[config.mk]
export PLATFORM = sky130hd
export DESIGN_NAME = event_bank
export DESIGN_NICKNAME = d
export VERILOG_FILES = /design/src/rtl/evt_pkg.sv /design/src/rtl/evt_ctrl.sv /design/src/rtl/evt_range_unit.sv /design/src/rtl/evt_datapath.sv /design/src/rtl/event_bank.sv
export SDC_FILE = /design/constraint.sdc
export NUM_CORES = 2
export LEC_CHECK = 0
export BUFFER_PORTS_ARGS = -buffer_cell sky130_fd_sc_hd__buf_2
export CAP_MARGIN = 10
export CORE_ASPECT_RATIO = 1.2
export CORE_MARGIN = 3
export CORE_UTILIZATION = 34
export CTS_CLUSTER_DIAMETER = 150
export DETAILED_ROUTE_END_ITERATION = 10
export PLACE_DENSITY = 0.46
export SLEW_MARGIN = 20
export SYNTH_ARGS = -nofsm -noshare
export SYNTH_HDL_FRONTEND = slang
export SYNTH_HIERARCHICAL = 1
export SYNTH_SLANG_ARGS = --single-unit
[constraint.sdc]
create_clock -name clk -period 16.9 [get_ports clk]
set_input_delay 3.38 -clock clk [delete_from_list [all_inputs] [get_ports clk]]
set_output_delay 3.38 -clock clk [all_outputs]
set_load 0.02 [all_outputs]
[src/rtl/evt_pkg.sv]
package evt_pkg;

  // Kind of configuration register addressed by a write
  typedef enum logic [2:0] {
    K_PAT  = 3'd0,
    K_MASK = 3'd1,
    K_LO   = 3'd2,
    K_HI   = 3'd3,
    K_GRP  = 3'd4,
    K_TEN  = 3'd5
  } cfgKind_e;

  localparam int IDX_W = 8;

  // Strobe bundle from control to datapath
  typedef struct packed {
    logic             valid;
    cfgKind_e         kind;
    logic [IDX_W-1:0] idx;
  } cfgStrobe_t;

endpackage

[src/rtl/evt_ctrl.sv]
module evt_ctrl
  import evt_pkg::*;
#(
  parameter int NUM_WORD  = 16,
  parameter int NUM_RANGE = 4,
  parameter int ADDR_W    = 6
) (
  input  logic              wrEn,
  input  logic [ADDR_W-1:0] wrAddr,
  output cfgStrobe_t        cfgStb
);

  localparam int PAT_BASE  = 0;
  localparam int MASK_BASE = PAT_BASE + NUM_WORD;
  localparam int LO_BASE   = MASK_BASE + NUM_WORD;
  localparam int HI_BASE   = LO_BASE + NUM_RANGE;
  localparam int GRP_BASE  = HI_BASE + NUM_RANGE;
  localparam int TEN_ADDR  = GRP_BASE + NUM_RANGE;

  int addr;

  always_comb begin
    addr         = int'(wrAddr);
    cfgStb.valid = 1'b0;
    cfgStb.kind  = K_PAT;
    cfgStb.idx   = '0;
    if (wrEn) begin
      if (addr < MASK_BASE) begin
        cfgStb.valid = 1'b1;
        cfgStb.kind  = K_PAT;
        cfgStb.idx   = IDX_W'(addr - PAT_BASE);
      end else if (addr < LO_BASE) begin
        cfgStb.valid = 1'b1;
        cfgStb.kind  = K_MASK;
        cfgStb.idx   = IDX_W'(addr - MASK_BASE);
      end else if (addr < HI_BASE) begin
        cfgStb.valid = 1'b1;
        cfgStb.kind  = K_LO;
        cfgStb.idx   = IDX_W'(addr - LO_BASE);
      end else if (addr < GRP_BASE) begin
        cfgStb.valid = 1'b1;
        cfgStb.kind  = K_HI;
        cfgStb.idx   = IDX_W'(addr - HI_BASE);
      end else if (addr < TEN_ADDR) begin
        cfgStb.valid = 1'b1;
        cfgStb.kind  = K_GRP;
        cfgStb.idx   = IDX_W'(addr - GRP_BASE);
      end else if (addr == TEN_ADDR) begin
        cfgStb.valid = 1'b1;
        cfgStb.kind  = K_TEN;
        cfgStb.idx   = '0;
      end
    end
  end

endmodule

[src/rtl/evt_range_unit.sv]
module evt_range_unit #(
  parameter int CH_W = 16
) (
  input  logic [CH_W-1:0] sample,
  input  logic [CH_W-1:0] grpSel,
  input  logic [CH_W-1:0] lowerBound,
  input  logic [CH_W-1:0] upperBound,
  output logic            inRange
);

  logic [CH_W-1:0] packedVal;
  int              pos;

  // Gather the selected channels; a higher channel lands on a higher bit
  always_comb begin
    packedVal = '0;
    pos       = 0;
    for (int i = 0; i < CH_W; i++) begin
      if (grpSel[i]) begin
        packedVal = packedVal | (CH_W'(sample[i]) << pos);
        pos       = pos + 1;
      end
    end
    inRange = (packedVal >= lowerBound) && (packedVal <= upperBound);
  end

endmodule

[src/rtl/evt_datapath.sv]
module evt_datapath
  import evt_pkg::*;
#(
  parameter int CH_W      = 16,
  parameter int NUM_WORD  = 16,
  parameter int NUM_RANGE = 4
) (
  input  logic                 clk,
  input  logic                 rstN,
  input  logic [CH_W-1:0]      sampleIn,
  input  logic [CH_W-1:0]      wrData,
  input  cfgStrobe_t           cfgStb,
  output logic [NUM_WORD-1:0]  wordHit,
  output logic [NUM_RANGE-1:0] rangeHit,
  output logic                 transHit,
  output logic                 anyHit,
  output logic [CH_W-1:0]      chanLevel
);

  logic [CH_W-1:0] patReg  [NUM_WORD];
  logic [CH_W-1:0] maskReg [NUM_WORD];
  logic [CH_W-1:0] loReg   [NUM_RANGE];
  logic [CH_W-1:0] hiReg   [NUM_RANGE];
  logic [CH_W-1:0] grpReg  [NUM_RANGE];
  logic [CH_W-1:0] transEn;
  logic [CH_W-1:0] prevSample;
  logic            prevValid;

  logic [NUM_WORD-1:0]  wordNow;
  logic [NUM_RANGE-1:0] rangeNow;
  logic                 transNow;

  // Word recognizer configuration
  always_ff @(posedge clk or negedge rstN) begin
    if (!rstN) begin
      for (int i = 0; i < NUM_WORD; i++) begin
        patReg[i]  <= '0;
        maskReg[i] <= '0;
      end
    end else if (cfgStb.valid) begin
      for (int i = 0; i < NUM_WORD; i++) begin
        if (int'(cfgStb.idx) == i) begin
          if (cfgStb.kind == K_PAT)  patReg[i]  <= wrData;
          if (cfgStb.kind == K_MASK) maskReg[i] <= wrData;
        end
      end
    end
  end

  // Range recognizer and transition configuration
  always_ff @(posedge clk or negedge rstN) begin
    if (!rstN) begin
      for (int r = 0; r < NUM_RANGE; r++) begin
        loReg[r]  <= '0;
        hiReg[r]  <= '0;
        grpReg[r] <= '0;
      end
      transEn <= '0;
    end else if (cfgStb.valid) begin
      for (int r = 0; r < NUM_RANGE; r++) begin
        if (int'(cfgStb.idx) == r) begin
          if (cfgStb.kind == K_LO)  loReg[r]  <= wrData;
          if (cfgStb.kind == K_HI)  hiReg[r]  <= wrData;
          if (cfgStb.kind == K_GRP) grpReg[r] <= wrData;
        end
      end
      if (cfgStb.kind == K_TEN) transEn <= wrData;
    end
  end

  genvar gw, gr;
  generate
    for (gw = 0; gw < NUM_WORD; gw++) begin : g_word
      assign wordNow[gw] = ((sampleIn ^ patReg[gw]) & maskReg[gw]) == '0;
    end
    for (gr = 0; gr < NUM_RANGE; gr++) begin : g_range
      evt_range_unit #(.CH_W(CH_W)) u_range (
        .sample    (sampleIn),
        .grpSel    (grpReg[gr]),
        .lowerBound(loReg[gr]),
        .upperBound(hiReg[gr]),
        .inRange   (rangeNow[gr])
      );
    end
  endgenerate

  assign transNow = prevValid && (((sampleIn ^ prevSample) & transEn) != '0);

  // Event registers: one cycle from sample to flag
  always_ff @(posedge clk or negedge rstN) begin
    if (!rstN) begin
      wordHit    <= '0;
      rangeHit   <= '0;
      transHit   <= 1'b0;
      anyHit     <= 1'b0;
      chanLevel  <= '0;
      prevSample <= '0;
      prevValid  <= 1'b0;
    end else begin
      wordHit    <= wordNow;
      rangeHit   <= rangeNow;
      transHit   <= transNow;
      anyHit     <= 1'b1;
      chanLevel  <= sampleIn;
      prevSample <= sampleIn;
      prevValid  <= 1'b1;
    end
  end

endmodule

[src/rtl/event_bank.sv]
module event_bank
  import evt_pkg::*;
#(
  parameter int CH_W      = 16,
  parameter int NUM_WORD  = 16,
  parameter int NUM_RANGE = 4,
  parameter int ADDR_W    = 6
) (
  input  logic                 clk,
  input  logic                 rstN,
  input  logic [CH_W-1:0]      sampleIn,
  input  logic                 wrEn,
  input  logic [ADDR_W-1:0]    wrAddr,
  input  logic [CH_W-1:0]      wrData,
  output logic [NUM_WORD-1:0]  wordHit,
  output logic [NUM_RANGE-1:0] rangeHit,
  output logic                 transHit,
  output logic                 anyHit,
  output logic [CH_W-1:0]      chanLevel
);

  cfgStrobe_t cfgStb;

  evt_ctrl #(
    .NUM_WORD (NUM_WORD),
    .NUM_RANGE(NUM_RANGE),
    .ADDR_W   (ADDR_W)
  ) u_ctrl (
    .wrEn  (wrEn),
    .wrAddr(wrAddr),
    .cfgStb(cfgStb)
  );

  evt_datapath #(
    .CH_W     (CH_W),
    .NUM_WORD (NUM_WORD),
    .NUM_RANGE(NUM_RANGE)
  ) u_dp (
    .clk      (clk),
    .rstN     (rstN),
    .sampleIn (sampleIn),
    .wrData   (wrData),
    .cfgStb   (cfgStb),
    .wordHit  (wordHit),
    .rangeHit (rangeHit),
    .transHit (transHit),
    .anyHit   (anyHit),
    .chanLevel(chanLevel)
  );

endmodule

==> results.sh <==
export IMPL_status="finished, final reports clean"
export IMPL_place_hpwl_microns=116600
export IMPL_grt_max_degree=146
export IMPL_grt_first_pass_wirelength_microns=259000
export IMPL_drv_slew=0
export IMPL_hold_violations=0
export IMPL_synth_top_cell_area_share=0.3631
export IMPL_tightest_slew_ps=1080
export IMPL_r2r_start="u_dp/grpReg[0]"
export IMPL_pre_cts_ws_ps=2854
export IMPL_die_w_microns=363.8
export IMPL_synthDistinctLibCells=151
export IMPL_die_h_microns=435.4
export IMPL_synth_most_common_cell="dfrtp_1"
export IMPL_ys_seq_area_frac=0.3631
export IMPL_crit_end="u_dp/rangeHit[3]"
export IMPL_synth_commonest_cells="dfrtp_1 (758), mux2_2 (708), nand2_1 (309), xor2_1 (302), nor2_1 (291)"
export IMPL_end_kind="register"
export IMPL_r2r_end="u_dp/rangeHit[3]"
export IMPL_rsz0062_at_grt="false"
export IMPL_syn_inst=5033
export IMPL_grt_usage=0.2129
export IMPL_vias_per_cell=5.601
export IMPL_synth_area_top_cells="dfrtp_1 (36%), mux2_2 (15%), xor2_1 (5.1%), ha_1 (4.4%), nand2_1 (2.2%)"
export IMPL_grt_ovfl_total=0
export IMPL_drc=0
export IMPL_die_area_sq_mm=0.1584
export IMPL_fin_worst_skew_ps=21.38
export IMPL_cp_start_kind="register"
export IMPL_pwr_density_cell_mw_per_mm2=73.63
export IMPL_clock_path_buffers=3
export IMPL_drt_wl_total_microns=172000
export IMPL_required_ps=17420
export IMPL_synth_area_per_cell_sq_um=10.38
export IMPL_ctsHoldBuffers=0
export IMPL_slowest_delay_ps=590
export IMPL_ir_drop_mv=0.07015
export IMPL_syn_cell_area_sq_mm=0.05224
export IMPL_setup_viol=0
export IMPL_met1_usage=0.2880
export IMPL_use_met3=0.01931
export IMPL_cts_num_sinks=758
export IMPL_cp_slowest_cell="xnor2_1"
export IMPL_clkSlewWorstSetupHoldPaths_ps=60
export IMPL_vias=39520
export IMPL_yosys_most_used_dff="dfrtp_1"
export IMPL_cap_violations=0
export IMPL_drive_gt1_frac=0.2443
export IMPL_drtAntennaViolNets=0
export IMPL_worstHoldStart="u_dp/maskReg[118]"
export IMPL_portBuffers=78
export IMPL_async_reset_ff_frac=1.000
export IMPL_cts_repair_resized=0
export IMPL_reg2reg_slack_ps=2730
export IMPL_wl_per_cell_microns=24.37
export IMPL_grt_pass1_vias=39820
export IMPL_path_max_fanout=11
export IMPL_yosysTopAreaCell="dfrtp_1"
export IMPL_whs_path_depth=1
export IMPL_core_area_sq_mm=0.1517
export IMPL_max_freq_mhz=70.56
export IMPL_p_leak_nw=26.14
export IMPL_h_tree_depth=3
export IMPL_synth_ff_latch_count=758
export IMPL_first_iter_violations=2930
export IMPL_clkLatencyLatePin_ps=660
export IMPL_postCtsSetupBuffers=0
export IMPL_worstPathArrival_ps=14700
export IMPL_cp_startpoint="u_dp/grpReg[0]"
export IMPL_busiest_layer="met2"
export IMPL_finalSetupTns_ps=0
export IMPL_hp_class="reg2reg"
export IMPL_numCtsBuffers=89
export IMPL_firstDrtPassIters=8
export IMPL_yosys_warnings=6
export IMPL_timing_slew_headroom=0.2795
export IMPL_rows=156
export IMPL_path_class="reg2reg"
export IMPL_antenna_found_initial=22
export IMPL_setup_slack_ps=2728
export IMPL_gp_congestion=0.9094
export IMPL_synth_edf_count=0
export IMPL_root_buffer="clkbuf_16"
export IMPL_period_share=0.8386
export IMPL_final_nets=5227
export IMPL_initial_core_util=0.3445
export IMPL_ioPinCount=79
export IMPL_area_growth_pct=9.916
export IMPL_cts_tree="yes"
export IMPL_r2r_cells=67
export IMPL_finalWorstPathRequiredPeriod_ps=14170
export IMPL_path_common_cell="ha_1"
export IMPL_use_met2=0.3636
## worst max-delay path, delay by kind of cell (launching register included)
family / cells / cell delay [ps]
adder cells (fa/ha/maj): 13 / 4220
AND/OR/NAND/NOR: 20 / 3170
AO/OA/AOI/OAI: 18 / 3140
buffers and inverters: 10 / 1450
XOR/XNOR: 4 / 1130
multiplexers: 2 / 530
flip-flops: 1 / 390
## how the worst min path moves through the flow
| stage | end | slack, ps |
|---|---|---|
| finish | u_dp/maskReg[118] | 500 |
| global route | u_dp/maskReg[254] | 510 |
| CTS | u_dp/maskReg[118] | 510 |
| detailed placement | u_dp/maskReg[254] | 490 |
| global placement | u_dp/maskReg[78] | 490 |
| floorplan | u_dp/grpReg[19] | 480 |
## per-stage QoR
step                total power, mW  area, sq um  utilization  hold slack, ps  instances
CTS                           4.293        57400       0.3785           506.0       7050
floorplan                     2.089        52250            -           475.2       5036
detailed placement            2.268        54310       0.3581           493.5       6885
global placement              2.268        54310       0.3581           487.1       6885
global route                  4.390        57410       0.3785           511.1       7051
finish                        4.228        57420       0.3786           502.1       7057
## layout make-up
cell class	count	area, sq um
diodes	7	17.52
repair buffers	123	795.8
clock buffers	134	2656
flip-flops and latches	758	18970
fillers	15010	94240
clock inverters	31	436.7
well taps	1975	2471
inverters	250	943.4
multi-input cells	3779	31130
## layout by cell type (no fill, tap or decap), types with 20 or more instances in the layout
master | synthesis | layout
a221o_1 | 45 | 45
nor2b_1 | 36 | 36
o21ai_0 | 115 | 115
and2_1 | 45 | 45
nand2b_1 | 54 | 54
a211oi_1 | 33 | 33
buf_2 | 62 | 69
o211ai_1 | 61 | 61
a221oi_1 | 48 | 48
nor2_2 | 33 | 33
o221ai_1 | 59 | 59
and3_1 | 37 | 37
nor4_1 | 41 | 41
xnor2_2 | 28 | 28
nand2_1 | 309 | 309
a31oi_1 | 31 | 31
ha_1 | 185 | 185
nand4_1 | 82 | 82
clkbuf_8 | 0 | 26
a21o_1 | 55 | 55
a22oi_1 | 145 | 145
mux2_2 | 708 | 708
clkbuf_16 | 0 | 89
nor3_1 | 84 | 84
or3_1 | 36 | 36
buf_4 | 21 | 50
nand3_1 | 142 | 142
nor3b_1 | 21 | 21
a21oi_1 | 138 | 138
dfrtp_1 | 758 | 758
xnor2_1 | 116 | 116
xnor3_1 | 30 | 30
o21a_1 | 20 | 20
mux2_4 | 20 | 20
o31ai_1 | 22 | 22
xor2_1 | 302 | 302
nor2_1 | 291 | 291
inv_1 | 231 | 231
## cells by family after synthesis
group / share of synthesized area
and+or+nand+nor: 0.1350
other: 0.0001438
adders and majority gates: 0.04527
xor gates and xnor gates: 0.1108
AOI/OAI and AO/OA: 0.1414
buffers and inverters: 0.04120
DFF: 0.3631
muxes: 0.1630
## layer usage
layer	wire length, microns	vias to the layer above
met2	83320	825
li1	-	18440
met3	5666	228
met5	21	-
met4	4469	4
met1	78470	20030
## flip-flops by register name, indices dropped and copies added (netlist names)
name             count
u_dp/maskReg       256
u_dp/patReg        256
u_dp/grpReg         64
u_dp/hiReg          64
u_dp/loReg          64
u_dp/prevSample     16
u_dp/transEn        16
u_dp/wordHit        16
u_dp/rangeHit        4
u_dp/prevValid       1
u_dp/transHit        1
## report_power, final
| part | internal [mW] | leakage (nW) | switching (mW) |
|---|---|---|---|
| Combinational | 0.102 | 14.2 | 0.245 |
| Clock | 1.20 | 1.51 | 0.800 |
| Sequential | 1.85 | 10.4 | 0.0293 |
No activity file was read; power rests on OpenSTA's default activity.
